**src/rtl/wdt_pkg.sv**
```systemverilog
package wdt_pkg;
    localparam int DATA_W = 16;
    localparam int ADDR_W = 2;

    localparam logic [ADDR_W-1:0] ADDR_CTL = 2'd0;
    localparam logic [ADDR_W-1:0] ADDR_MOD = 2'd1;
    localparam logic [ADDR_W-1:0] ADDR_SVC = 2'd2;

    localparam logic [DATA_W-1:0] KEY_FIRST  = 16'h5555;
    localparam logic [DATA_W-1:0] KEY_SECOND = 16'hAAAA;

    localparam int CTL_EN_BIT   = 0;
    localparam int CTL_DOZE_BIT = 2;
    localparam int CTL_WAIT_BIT = 3;
    localparam int CTL_STOP_BIT = 4;

    typedef enum logic {
        KEY_IDLE,
        KEY_ARMED
    } key_state_e;

    typedef enum logic [1:0] {
        CNT_OFF,
        CNT_RUN,
        CNT_FIRE
    } cnt_state_e;
endpackage

```
**src/rtl/wdt_cfg_regs.sv**
```systemverilog
module wdt_cfg_regs
    import wdt_pkg::*;
#(
    parameter int MOD_W = 16,
    parameter logic [MOD_W-1:0] MOD_RESET = '1
) (
    input  logic              clk,
    input  logic              por_n,
    input  logic              wr_en,
    input  logic [ADDR_W-1:0] wr_addr,
    input  logic [DATA_W-1:0] wr_data,
    output logic [DATA_W-1:0] ctl_q,
    output logic [MOD_W-1:0]  mod_q
);
    logic ctl_lock_q;
    logic mod_lock_q;

    always_ff @(posedge clk or negedge por_n) begin
        if (!por_n) begin
            ctl_q      <= '0;
            ctl_lock_q <= 1'b0;
        end else if (wr_en && wr_addr == ADDR_CTL && !ctl_lock_q) begin
            ctl_q      <= wr_data;
            ctl_lock_q <= 1'b1;
        end
    end

    always_ff @(posedge clk or negedge por_n) begin
        if (!por_n) begin
            mod_q      <= MOD_RESET;
            mod_lock_q <= 1'b0;
        end else if (wr_en && wr_addr == ADDR_MOD && !mod_lock_q) begin
            mod_q      <= wr_data[MOD_W-1:0];
            mod_lock_q <= 1'b1;
        end
    end


    ctl_locked_chk: assert property (@(posedge clk) disable iff (!por_n)
        $past(ctl_lock_q) |-> $stable(ctl_q));

    mod_locked_chk: assert property (@(posedge clk) disable iff (!por_n)
        $past(mod_lock_q) |-> $stable(mod_q));
endmodule

```
**src/rtl/wdt_key_seq.sv**
```systemverilog
module wdt_key_seq
    import wdt_pkg::*;
(
    input  logic              clk,
    input  logic              por_n,
    input  logic              svc_wr,
    input  logic [DATA_W-1:0] svc_data,
    output logic              svc_ok
);
    key_state_e state_q, state_d;

    always_ff @(posedge clk or negedge por_n) begin
        if (!por_n) state_q <= KEY_IDLE;
        else        state_q <= state_d;
    end

    always_comb begin
        state_d = state_q;
        svc_ok  = 1'b0;
        if (svc_wr) begin
            unique case (state_q)
                KEY_IDLE: begin
                    if (svc_data == KEY_FIRST) state_d = KEY_ARMED;
                end
                KEY_ARMED: begin
                    if (svc_data == KEY_FIRST) begin
                        state_d = KEY_ARMED;
                    end else if (svc_data == KEY_SECOND) begin
                        state_d = KEY_IDLE;
                        svc_ok  = 1'b1;
                    end else begin
                        state_d = KEY_IDLE;
                    end
                end
                default: state_d = KEY_IDLE;
            endcase
        end
    end


    key_pair_done_chk: assert property (@(posedge clk) disable iff (!por_n)
        svc_ok |=> state_q == KEY_IDLE);
endmodule

```
**src/rtl/wdt_timebase.sv**
```systemverilog
module wdt_timebase
    import wdt_pkg::*;
#(
    parameter int MOD_W      = 16,
    parameter int PRE_LOG2   = 12,
    parameter int TAIL_TICKS = 4
) (
    input  logic             clk,
    input  logic             por_n,
    input  logic             en,
    input  logic [MOD_W-1:0] modulus,
    input  logic             freeze,
    input  logic             half_rate,
    input  logic             svc_ok,
    output logic             reset_req,
    output logic [MOD_W-1:0] cnt_view
);
    localparam int CNT_W     = MOD_W + PRE_LOG2 + 1;
    localparam int PRESCALE  = 1 << PRE_LOG2;

    cnt_state_e       state_q, state_d;
    logic [CNT_W-1:0] cnt_q, cnt_d;
    logic [CNT_W-1:0] load_val;
    logic             phase_q;
    logic             advance;

    assign load_val = (CNT_W'(modulus) + CNT_W'(1)) * CNT_W'(PRESCALE)
                      + CNT_W'(TAIL_TICKS) - CNT_W'(1);
    assign advance  = (!half_rate || phase_q) && !freeze;

    always_ff @(posedge clk or negedge por_n) begin
        if (!por_n) begin
            state_q <= CNT_OFF;
            cnt_q   <= '0;
            phase_q <= 1'b0;
        end else begin
            state_q <= state_d;
            cnt_q   <= cnt_d;
            phase_q <= !phase_q;
        end
    end

    always_comb begin
        state_d = state_q;
        cnt_d   = cnt_q;
        unique case (state_q)
            CNT_OFF: begin
                if (en) begin
                    state_d = CNT_RUN;
                    cnt_d   = load_val;
                end
            end
            CNT_RUN: begin
                if (svc_ok) begin
                    cnt_d = load_val;
                end else if (advance) begin
                    if (cnt_q == '0) begin
                        state_d = CNT_FIRE;
                        cnt_d   = load_val;
                    end else begin
                        cnt_d = cnt_q - CNT_W'(1);
                    end
                end
            end
            CNT_FIRE: begin
                state_d = en ? CNT_RUN : CNT_OFF;
                if (svc_ok)       cnt_d = load_val;
                else if (advance) cnt_d = cnt_q - CNT_W'(1);
            end
            default: state_d = CNT_OFF;
        endcase
    end

    always_comb begin
        reset_req = (state_q == CNT_FIRE);
        cnt_view  = cnt_q[PRE_LOG2 +: MOD_W];
    end


    req_single_chk: assert property (@(posedge clk) disable iff (!por_n)
        reset_req |=> !reset_req);

    freeze_hold_chk: assert property (@(posedge clk) disable iff (!por_n)
        (state_q == CNT_RUN && freeze && !svc_ok) |=> $stable(cnt_q));

    svc_no_req_chk: assert property (@(posedge clk) disable iff (!por_n)
        svc_ok |=> !reset_req);

    req_needs_en_chk: assert property (@(posedge clk) disable iff (!por_n)
        reset_req |-> $past(en));
endmodule

```
**src/rtl/wdt_backup.sv**
```systemverilog
module wdt_backup
    import wdt_pkg::*;
#(
    parameter int MOD_W      = 16,
    parameter int PRE_LOG2   = 12,
    parameter int TAIL_TICKS = 4
) (
    input  logic              clk,
    input  logic              por_n,
    input  logic              wr_en,
    input  logic [1:0]        wr_addr,
    input  logic [15:0]       wr_data,
    input  logic [1:0]        rd_addr,
    output logic [15:0]       rd_data,
    input  logic              stop_mode,
    input  logic              wait_mode,
    input  logic              doze_mode,
    input  logic              half_rate_sel,
    output logic              reset_req
);
    logic [DATA_W-1:0] ctl_q;
    logic [MOD_W-1:0]  mod_q;
    logic [MOD_W-1:0]  cnt_view;
    logic              svc_ok;
    logic              freeze;

    wdt_cfg_regs #(.MOD_W(MOD_W)) cfg_i (
        .clk    (clk),
        .por_n  (por_n),
        .wr_en  (wr_en),
        .wr_addr(wr_addr),
        .wr_data(wr_data),
        .ctl_q  (ctl_q),
        .mod_q  (mod_q)
    );

    wdt_key_seq key_i (
        .clk     (clk),
        .por_n   (por_n),
        .svc_wr  (wr_en && wr_addr == ADDR_SVC),
        .svc_data(wr_data),
        .svc_ok  (svc_ok)
    );

    assign freeze = (stop_mode && ctl_q[CTL_STOP_BIT])
                  || (wait_mode && ctl_q[CTL_WAIT_BIT])
                  || (doze_mode && ctl_q[CTL_DOZE_BIT]);

    wdt_timebase #(
        .MOD_W     (MOD_W),
        .PRE_LOG2  (PRE_LOG2),
        .TAIL_TICKS(TAIL_TICKS)
    ) tb_i (
        .clk      (clk),
        .por_n    (por_n),
        .en       (ctl_q[CTL_EN_BIT]),
        .modulus  (mod_q),
        .freeze   (freeze),
        .half_rate(half_rate_sel),
        .svc_ok   (svc_ok),
        .reset_req(reset_req),
        .cnt_view (cnt_view)
    );

    always_comb begin
        unique case (rd_addr)
            ADDR_CTL: rd_data = ctl_q;
            ADDR_MOD: rd_data = DATA_W'(mod_q);
            ADDR_SVC: rd_data = DATA_W'(cnt_view);
            default:  rd_data = '0;
        endcase
    end
endmodule

```
**config.mk**
```make
export PLATFORM = sky130hd
export DESIGN_NAME = wdt_backup
export DESIGN_NICKNAME = d
export VERILOG_FILES = /design/src/rtl/wdt_pkg.sv /design/src/rtl/wdt_cfg_regs.sv /design/src/rtl/wdt_key_seq.sv /design/src/rtl/wdt_timebase.sv /design/src/rtl/wdt_backup.sv
export SDC_FILE = /design/constraint.sdc
export NUM_CORES = 1
export LEC_CHECK = 0
export BUFFER_PORTS_ARGS = -buffer_cell sky130_fd_sc_hd__buf_4
export CAP_MARGIN = 20
export CORE_ASPECT_RATIO = 2
export CORE_UTILIZATION = 64
export DETAILED_ROUTE_END_ITERATION = 8
export PLACE_DENSITY = 0.95
export SYNTH_ARGS = -nofsm -noshare
export SYNTH_HDL_FRONTEND = slang
export SYNTH_SLANG_ARGS = --single-unit
```
**constraint.sdc**
```tcl
create_clock -name clk -period 7.6 [get_ports clk]
set_clock_uncertainty 0.05 [all_clocks]
set_input_delay 1.52 -clock clk [delete_from_list [all_inputs] [get_ports clk]]
set_output_delay 1.52 -clock clk [all_outputs]
set_load 0.05 [all_outputs]
```
Word-level counts from Yosys, hierarchy flattened
Cells that the tools add are included.
{"block": "word_totals", "reg_bits": 67, "input_bits": 27, "output_inout_bits": 17, "word_cells": 69}
{"block": "op_classes", "addsub": 4, "mux": 19, "n_eq_ne": 14, "reduce_logical": 24}
{"op": "29-bit 2-to-1 mux", "count": 6}
{"op": "29-bit one-hot mux with 3 select lines", "count": 1}
{"op": "29-bit by 1-bit subtractor with 29-bit output, second input constant", "count": 2}
{"op": "16-bit one-hot mux with 3 select lines", "count": 1}
{"op": "29-bit by 3-bit adder with 29-bit output, second input constant", "count": 1}
{"op": "29-bit zero test", "count": 1}
{"op": "16-bit by 1-bit adder with 17-bit output, second input constant", "count": 1}
{"op": "16-bit by 15-bit equality test with 1-bit output, second input constant", "count": 1}
{"op": "16-bit equality test, second input constant", "count": 1}
{"op": "1-bit logical AND", "count": 9}
{"op": "2-bit 2-to-1 mux", "count": 4}
{"op": "4-bit AND reduction", "count": 2}
{"op": "2-bit by 1-bit equality test with 1-bit output, second input constant", "count": 3}
{"op": "2-bit equality test, second input constant", "count": 3}
{"op": "2-bit zero test", "count": 3}
{"op": "1-bit 2-to-1 mux", "count": 6}
{"op": "2-bit one-hot mux with 3 select lines", "count": 1}
{"op": "1-bit zero test", "count": 5}
{"op": "2-bit by 1-bit inequality test with 1-bit output, second input constant", "count": 2}
{"op": "2-bit inequality test, second input constant", "count": 2}
{"op": "1-bit logical OR", "count": 3}
{"op": "3-bit by 1-bit inequality test with 1-bit output, second input constant", "count": 1}
{"op": "3-bit by 2-bit inequality test with 1-bit output, second input constant", "count": 1}
{"op": "3-bit nonzero test", "count": 1}

Depth between registers and ports, before layout
{"block": "logic_depth", "word_depth": 8, "depth_mapped": 9, "ltp_nobuf": 8}

Cells and area by module
A second synthesis with hierarchy kept.
{"block": "hier_totals", "hier_cells": 430, "hier_area_um2": 4305.4}
{"module": "wdt_timebase", "n_inst": 1, "area_per_inst_um2": 2426.1, "seq_area_each_um2": 800.8, "cells_each": 296}
{"module": "wdt_cfg_regs", "n_inst": 1, "area_per_inst_um2": 1326.3, "seq_area_each_um2": 870.8, "cells_each": 75}
{"module": "wdt_backup", "n_inst": 1, "area_per_inst_um2": 402.9, "seq_area_each_um2": 0.0, "cells_each": 43}
{"module": "wdt_key_seq", "n_inst": 1, "area_per_inst_um2": 150.1, "seq_area_each_um2": 25.0, "cells_each": 16}

Least setup slack after synthesis
Ideal clock, no wire load.
{"block": "synth_path", "kind": "input to output", "start": "in rd_addr[1]", "end": "out rd_data[10]", "path_buffers": 2, "slack_ns": 2.457, "stages": 4, "arrival_time_ns": 3.573, "required_time_ns": 6.030, "path_cell_list": "clkbuf_1 > buf_1 > mux2i_1 > o21ai_0"}
{"block": "synth_via", "elab_chain_len": 2, "elab_cells_between_ends": 4, "cone_classes": "eq/ne: 2; mux: 1; reduce/logical: 1"}
{"item": "from (decl)", "line": "wdt_backup.sv:13", "rtl": "input logic [1:0] rd_addr,"}
{"item": "2-bit equality test, or another cell as far along", "line": "wdt_backup.sv:66", "rtl": "unique case (rd_addr)"}
{"item": "16-bit one-hot mux with 3 select lines *", "line": "wdt_backup.sv:66"}
{"item": "to (decl)", "line": "wdt_backup.sv:14", "rtl": "output logic [15:0] rd_data,"}
Mark *: on every way between the ends. The rest lies on a longest branch, timed or not.

Final worst setup path
{"block": "layout_path", "start": "in rd_addr[1]", "end": "out rd_data[7]"}
Same word-level chain as after synthesis.

==> out/qor.txt <==
GP Congestion - 0.9617
Fmax - 230.5 MHz
Root buffer cell - clkbuf_16
Final period util - 57.08%
# IOs - 44
CTS tree - built
Async SR Flop Fraction - 100.0%
Initial antenna violation count - 0
Vias per cell - 7.274
Syn Inst Count - 431
Clock Tree Buf Depth - 2
Clk_lat worst skew - 340 ps
Share of layout cells above drive strength 1 - 25.58%
DRT Wirelength - 12,720 microns
Post-CTS Resized - 0
Die Y-Extent - 116.0 microns
Cell Area, Placed - 4527 sq um
Unrepaired setup endpoints after global routing - no
Area delta synth->final - 16.60%
Pwr dens - 412.0 nW/um^2
Synth cell types - 56
Hold Crit Class - reg -> reg
Final hold vios - 0
Vias in the first global route - 4,052
Sink Count - 67
Final Setup Violations - 0
Dpl ws - 2860 ps
Mean Syn Cell Area - 9.653 sq um
Max VDD drop - 0.2777 mV
FF+latch count, synth - 67
H-tree depth - 3
Wire length per cell - 22.76 microns
Worst slew pin tran - 923.0 ps
DP HPWL - 8437 microns
First-pass GRT wire length - 20,070 microns
CP max FO - 17
Status - finished, final reports clean
Tot GR Track Use - 40.22%
Post-route design area - 4851 sq um
Top cells by area, synth - dfrtp_1, dfstp_2, mux2_2
Synth top area share - 30.68%
Reg2reg setup slack - 4030 ps
Leak pwr - 2.130 nW
Count leader, synth - dfrtp_1
IO Port Bufs - 43
Grt total ovfl - 0
Number of synthesized flops with an enable pin - 0
TritonCTS Buffers - 9
Via count - 4,066
Post-synthesis sequential area ratio - 40.78%
Drt first pass iters - 6
Number of max-cap violations - 0
Max_slew headroom - 38.17%
Synth area leader - dfrtp_1
WP data required - 6030 ps
Hold Buf Count CTS - 0
Kind of start point of the critical path - input pin
Endpoint class of the critical path - output port
Antenna cells - 0
Final Worst Setup Slack - 3262 ps
Ys Warns - 0
TNS Setup - 0 ps
Final min period - 4338 ps
Die Footprint - 6846 sq um
WS Path Type - in -> out
Crit path DAT - 2770 ps
Slew Limit Fails - 0
Worst-path clk slew - 50 ps
DRC - 0
Synth Cell Area - 4160 sq um
Starting DRT DRC Count - 410
Largest net degree at the start of global routing - 68
Die width - 59.01 microns
FP Rows - 41
Core Area - 6310 sq um
Ys flop type - dfrtp_1
Antenna Nets Post-Route - 0
Final net count - 502
Total power - 0.001999 W
Synthesized Nets - 465
Post-CTS Setup Bufs - 0
Commonest cells in the netlist - dfrtp_1, nand2_1, mux2_2, o21ai_0, nor2_1
Initial core utilization - 65.93%
-- registers in the layout, summed over array words and instances (netlist names) --
register / cells
tb_i.cnt_q: 29
tb_i.phase_q: 1
cfg_i.mod_q: 16
tb_i.state_q: 2
key_i.state_q: 1
cfg_i.mod_lock_q: 1
cfg_i.ctl_q: 16
cfg_i.ctl_lock_q: 1
-- final timing paths --
path,depth (start not counted),startpoint,endpoint
worst max register to register,6,tb_i.cnt_q[21]$_DFFE_PN0P_,tb_i.cnt_q[17]$_DFFE_PN0P_
worst max-delay path,6,rd_addr[1],rd_data[7]
worst min register to register,1,tb_i.phase_q$_DFF_PN0_,tb_i.phase_q$_DFF_PN0_
max in group asynchronous,1,por_n,cfg_i.mod_lock_q$_DFFE_PN0P_
worst min-delay path,1,tb_i.phase_q$_DFF_PN0_,tb_i.phase_q$_DFF_PN0_
min in group asynchronous,1,por_n,tb_i.state_q[1]$_DFFE_PN0P_
-- area by class of cell --
class	instances	area, sq um
Timing Repair Buffer	49	390.4
Sequential cell	67	1697
Tap cell	86	107.6
Inverter	10	37.54
Fill cell	360	1459
Multi-Input combinational cell	331	2347
Clock inverter	5	28.78
Clock buffer	11	242.7
-- cells in the final DEF (no fill, tap or decap), types with 4 or more instances in the layout --
master	n
o21ai_0	31
mux2_2	31
dfrtp_1	51
or2_2	4
nor4bb_1	5
dfstp_2	16
and4_1	4
a21oi_1	5
a22o_1	7
a211o_1	6
nor3_1	26
mux2i_1	16
xnor2_1	7
nand4_1	6
nand3b_1	4
and3_1	5
buf_4	45
nand2_1	37
xor2_1	7
nand3_1	12
clkinv_2	4
nor4_1	12
clkbuf_16	9
or4_1	7
a221o_1	10
o211a_1	4
inv_1	10
ha_1	7
nor2_1	29
o21ai_1	9
-- critical path: stages --
cell and delay [ps]:
buf_4 210, nor2b_1 340, buf_6 230, nand2_1 90, o21ai_0 110, buf_4 240
-- where the power goes --
group	total [W]	internal (W)	leakage, nW	switching, W
combinational	0.000907	0.000352	1.18	0.000556
sequential	0.000707	0.000527	0.812	0.000180
clock	0.000385	0.000228	0.139	0.000157
total	0.00200	0.00111	2.13	0.000893
-- metal layers --
| metal | GRT usage [%] | vias to the layer above | wire [microns] |
|---|---|---|---|
| met5 | 0 | - | 0 |
| met4 | 29.84 | 0 | 926 |
| met3 | 9.040 | 103 | 939 |
| met2 | 67.58 | 303 | 6636 |
| met1 | 42.75 | 1961 | 4218 |
| li1 | - | 1699 | - |
-- kinds of logic (layout without fill, tap and decap cells) --
logic type               Yosys count  in the layout  synth area share, %
AND/OR/NAND/NOR                  173            173                23.13
AO/OA/AOI/OAI                     90             90                15.43
flip-flops                        67             67                40.78
multiplexers                      47             47                12.24
buffers and inverters             33             75                3.369
XOR/XNOR                          14             14                2.947
adder cells (fa/ha/maj)            7              7                2.105
-- stage by stage --
stage	utilization (%)	hold slack, ps	cells
global route	76.88	378.1	559
finish	76.88	364.7	559
floorplan	-	332.6	431
detailed placement	71.74	357.6	539
CTS	76.05	365.7	555
global placement	71.74	343.5	539
Power figures use the tool's default switching activity.
